--- config.mk ---
export PLATFORM = sky130hd
export DESIGN_NAME = seq_ctrl
export DESIGN_NICKNAME = d
export VERILOG_FILES = /design/src/rtl/seq_ctrl.sv
export SDC_FILE = /design/constraint.sdc
export NUM_CORES = 1
export LEC_CHECK = 0
export ABC_CLOCK_PERIOD_IN_PS = 1100
export BUFFER_PORTS_ARGS = -buffer_cell sky130_fd_sc_hd__buf_2
export CAP_MARGIN = 20
export CORE_UTILIZATION = 37
export DETAILED_ROUTE_END_ITERATION = 8
export GPL_TIMING_DRIVEN = 0
export PLACE_DENSITY = 0.72
export SYNTH_ARGS = -nofsm -noshare
export SYNTH_HDL_FRONTEND = slang
export SYNTH_SLANG_ARGS = --single-unit
--- constraint.sdc ---
create_clock -name clk -period 1.1 [get_ports clk]
set_input_delay 0.11 -clock clk [delete_from_list [all_inputs] [get_ports clk]]
set_output_delay 0.11 -clock clk [all_outputs]
set_load 0.02 [all_outputs]
--- src/rtl/seq_ctrl.sv ---
module seq_ctrl (
  input  logic       clk,
  input  logic       rst_n,
  input  logic [7:0] instr,
  input  logic       zero_flag,
  output logic [3:0] ld_reg,
  output logic       ld_pc,
  output logic       inc_pc,
  output logic       ld_ir,
  output logic       ld_addr,
  output logic       ld_y,
  output logic       ld_z,
  output logic [2:0] bus1_sel,
  output logic [1:0] bus2_sel,
  output logic       mem_wr,
  output logic [3:0] state
);
  localparam logic [3:0] ST_IDLE = 4'd0,  ST_FET1 = 4'd1,  ST_FET2 = 4'd2,
                         ST_DEC  = 4'd3,  ST_EX1  = 4'd4,  ST_RD1  = 4'd5,
                         ST_RD2  = 4'd6,  ST_WR1  = 4'd7,  ST_WR2  = 4'd8,
                         ST_BR1  = 4'd9,  ST_BR2  = 4'd10, ST_HALT = 4'd11;
  localparam logic [2:0] B1_PC = 3'd4;
  localparam logic [1:0] B2_ALU = 2'd0, B2_BUS1 = 2'd1, B2_MEM = 2'd2;

  logic [3:0] cur, nxt;
  wire  [3:0] op  = instr[7:4];
  wire  [1:0] src = instr[3:2];
  wire  [1:0] dst = instr[1:0];

  wire is_alu  = (op inside {4'b0001, 4'b0010, 4'b0011, 4'b0100,
                             4'b1001, 4'b1010, 4'b1011, 4'b1100});
  wire is_rd   = (op == 4'b0101);
  wire is_wr   = (op == 4'b0110);
  wire is_br   = (op == 4'b0111);
  wire is_brz  = (op == 4'b1000);
  wire is_halt = (op == 4'b1111);
  wire take_br = is_br || (is_brz && zero_flag);

  assign state = cur;

  always_ff @(posedge clk or negedge rst_n)
    if (!rst_n) cur <= ST_IDLE;
    else        cur <= nxt;

  always_comb begin
    nxt = ST_IDLE;
    case (cur)
      ST_IDLE: nxt = ST_FET1;
      ST_FET1: nxt = ST_FET2;
      ST_FET2: nxt = ST_DEC;
      ST_DEC: begin
        if      (is_alu)      nxt = ST_EX1;
        else if (is_rd)       nxt = ST_RD1;
        else if (is_wr)       nxt = ST_WR1;
        else if (take_br)     nxt = ST_BR1;
        else if (is_halt)     nxt = ST_HALT;
        else                  nxt = ST_FET1;
      end
      ST_EX1:  nxt = ST_FET1;
      ST_RD1:  nxt = ST_RD2;
      ST_RD2:  nxt = ST_FET1;
      ST_WR1:  nxt = ST_WR2;
      ST_WR2:  nxt = ST_FET1;
      ST_BR1:  nxt = ST_BR2;
      ST_BR2:  nxt = ST_FET1;
      ST_HALT: nxt = ST_HALT;
      default: nxt = ST_IDLE;
    endcase
  end

  always_comb begin
    ld_reg   = '0;
    ld_pc    = 1'b0;
    inc_pc   = 1'b0;
    ld_ir    = 1'b0;
    ld_addr  = 1'b0;
    ld_y     = 1'b0;
    ld_z     = 1'b0;
    mem_wr   = 1'b0;
    bus1_sel = '0;
    bus2_sel = '0;
    case (cur)
      ST_FET1: begin
        bus1_sel = B1_PC;
        bus2_sel = B2_BUS1;
        ld_addr  = 1'b1;
      end
      ST_FET2: begin
        bus2_sel = B2_MEM;
        ld_ir    = 1'b1;
        inc_pc   = 1'b1;
      end
      ST_DEC: begin
        if (is_alu) begin
          bus1_sel = {1'b0, src};
          ld_y     = 1'b1;
        end else if (is_rd || is_wr || take_br) begin
          bus1_sel = B1_PC;
          bus2_sel = B2_BUS1;
          ld_addr  = 1'b1;
        end else if (is_brz) begin
          inc_pc   = 1'b1;
        end
      end
      ST_EX1: begin
        bus1_sel    = {1'b0, dst};
        bus2_sel    = B2_ALU;
        ld_reg[dst] = 1'b1;
        ld_z        = 1'b1;
      end
      ST_RD1, ST_WR1: begin
        bus2_sel = B2_MEM;
        ld_addr  = 1'b1;
        inc_pc   = 1'b1;
      end
      ST_RD2: begin
        bus2_sel    = B2_MEM;
        ld_reg[dst] = 1'b1;
      end
      ST_WR2: begin
        bus1_sel = {1'b0, src};
        mem_wr   = 1'b1;
      end
      ST_BR1: begin
        bus2_sel = B2_MEM;
        ld_addr  = 1'b1;
      end
      ST_BR2: begin
        bus2_sel = B2_MEM;
        ld_pc    = 1'b1;
      end
      default: ;
    endcase
  end
endmodule

==> impl_metrics.ini <==
[run_status]
status = finished, violations left
violations = negative setup slack

[sta]
slew_violations = 0
worst_slack_ps = -611
min_period_ps = 1710
setup_viol = 20
fin_crit_sh = 1.56
max_slew_margin = 0.784
worst-slew-pin-transition_ps = 323
hold_viol = 0
rsz0062_at_grt = true
max_freq_ghz = 0.584
clock_skew_ps = 12.5

[yosys]
yosysSeqAreaShare = 0.195
netlist_area_um2 = 513
avgSynthCellArea_um2 = 6.93
synthCells = 74
ys_seq_elements = 4
syn_nets = 85
async_flop_share = 1.00
ys_warn_count = 0
synth-edff-count = 0
yosysUniqueCellTypes = 31
synth_ff_type = dfrtp_1

[global_routing]
overflow = 0
grt_antenna_before_repair = 0
grt_pass1_wl_mm = 2.64
grt_pass1_vias = 657
grt_use_total = 0.257
grt_start_max_net_pins = 11

[cells_and_area]
drive_above_1_share = 0.746
final_cell_area_um2 = 1180
n_antenna_cell = 0
layout_commonest_cell = buf_2
syn_to_final_growth_pct = 130
largest_register_ffs = 4
layout_common_cells = 15 x buf_2, 12 x buf_4, 10 x buf_6, 5 x nor2_4
nets = 127

[cts]
clk_latency_ps = 260
cts-root-buf = clkbuf_4
path_clk_slew_ps = 40
cts.sinks = 4
cts_max_path_buffers = 2
cts_tree = done
cts_buffers = 3
cts_max_level = 1

[die]
ios = 31
core_um2 = 1300
die_area_um2 = 1540
fp.dieH_um = 39.2
start_util = 0.394
die_w_um = 39.2
std_cell_rows = 13

[detailed_routing]
ant_nets = 0
dr.pass1.iters = 4
vias = 748
drcViolationCount = 0
drtIter0Drc = 9
wirelength_mm = 2.30
wl_per_cell_um = 17.9
viasPerCell = 5.80

[power_and_ir_drop]
power_density_nw_per_um2 = 3050
p_sw_mw = 1.81
leakagePower_nw = 0.487
ir_drop_mv = 2.16
p_total_mw = 3.59
pwr-share-seq = 0.106
netSwitchingFraction = 0.504
p_comb_frac = 0.838
p_int_mw = 1.78
clockPowerShare = 0.056

[place]
place_hpwl_mm = 1.29
gp_congestion = 0.756
dpl_cell_area_um2 = 926
portBuffers = 30

[worst_setup_path]
crit_fanout = 4
end_kind = primary output
setup.worst_path.class = reg -> out
start_kind = register
worstPathRequired_ps = 990
worstPathArrival_ps = 1600

[hold_path]
min_path_type = in -> async

[run]
drv_cap = 0
==> final cells by class <==
cell class                 count  area [µm²]
timing repair buffer          37         285
tap                           15        18.8
clock buffer                   3        22.5
multi-input combinational     63         658
buffer                         5        81.3
fill                          65         123
sequential                     4         105
inverter                       2        7.51
==> timing repair <==
action,4_1_cts,5_1_grt
setup endpoints to repair,20,20
hold endpoints to repair,4,0
hold buffers,1,0
pin swaps,3,4
buffers inserted,4,2
gates resized for setup,20,28
==> synthesized netlist by cell type, types with 2 or more instances <==
cell      n  area (µm²)
nor2_1    9        33.8
nand2b_1  6        37.5
a21oi_1   5        25.0
o21ai_0   5        25.0
a31oi_1   4        25.0
dfrtp_1   4         100
nand2_1   4        15.0
nor3_1    4        20.0
clkbuf_1  3        11.3
a21o_1    2        15.0
a221oi_1  2        17.5
a311oi_1  2        17.5
and3_1    2        12.5
inv_1     2        7.51
nor2b_1   2        12.5
nor4_1    2        12.5
xnor2_1   2        17.5
==> per-stage QoR <==
step	TNS, ps	std cells	hold slack (ps)	util	setup slack [ps]
floorplan	-2880	74	-186	-	-261
global placement	-4230	119	-86.3	0.712	-440
detailed placement	-4570	119	-82.7	0.712	-487
CTS	-7450	127	231	0.828	-536
global route	-7860	129	230	0.906	-633
finish	-7350	129	228	0.906	-611
==> final timing paths <==
| check | from | to | slack [ps] | cells past startpoint |
|---|---|---|---|---|
| setup / recovery | state[3] | bus1_sel[1] | -610 | 5 |
| hold / removal | rst_n | state[0] | 230 | 2 |
| setup reg to reg | state[3] | state[3] | -240 | 4 |
| hold reg to reg | state[2] | state[3] | 780 | 2 |
| max in group asynchronous | rst_n | state[2] | 720 | 2 |
| min in group clk | instr[5] | state[1] | 250 | 3 |
==> cells by family after synthesis <==
family | synth area share
XOR/XNOR | 0.0342
AO/OA/AOI/OAI | 0.310
buffers and inverters | 0.0610
AND/OR/NAND/NOR | 0.400
flip-flops | 0.195
==> critical path, stage by stage, from the launching register on <==
cell and delay (ps):
dfrtp_2 410, and2b_2 260, o21ai_1 70, a211o_1 320
a2bb2oi_4 140, buf_6 130
==> power by group through the flow <==
| stage | sequential (mW) | combinational, mW | clock [mW] |
|---|---|---|---|
| floorplan | 0.418 | 1.70 | 0 |
| global placement | 0.359 | 2.21 | 0 |
| detailed placement | 0.364 | 2.25 | 0 |
| CTS | 0.370 | 2.64 | 0.182 |
| global route | 0.392 | 3.17 | 0.196 |
| finish | 0.381 | 3.01 | 0.201 |
==> layer usage <==
layer,part of all wire,vias up,routed length [µm],track usage
met5,0,-,0,0
met4,0.016,0,37,0.0862
li1,-,360,-,-
met3,0.031,4,71,0.0636
met2,0.56,29,1280,0.475
met1,0.40,355,914,0.277
Note: power is estimated with default switching activity, not from simulation.
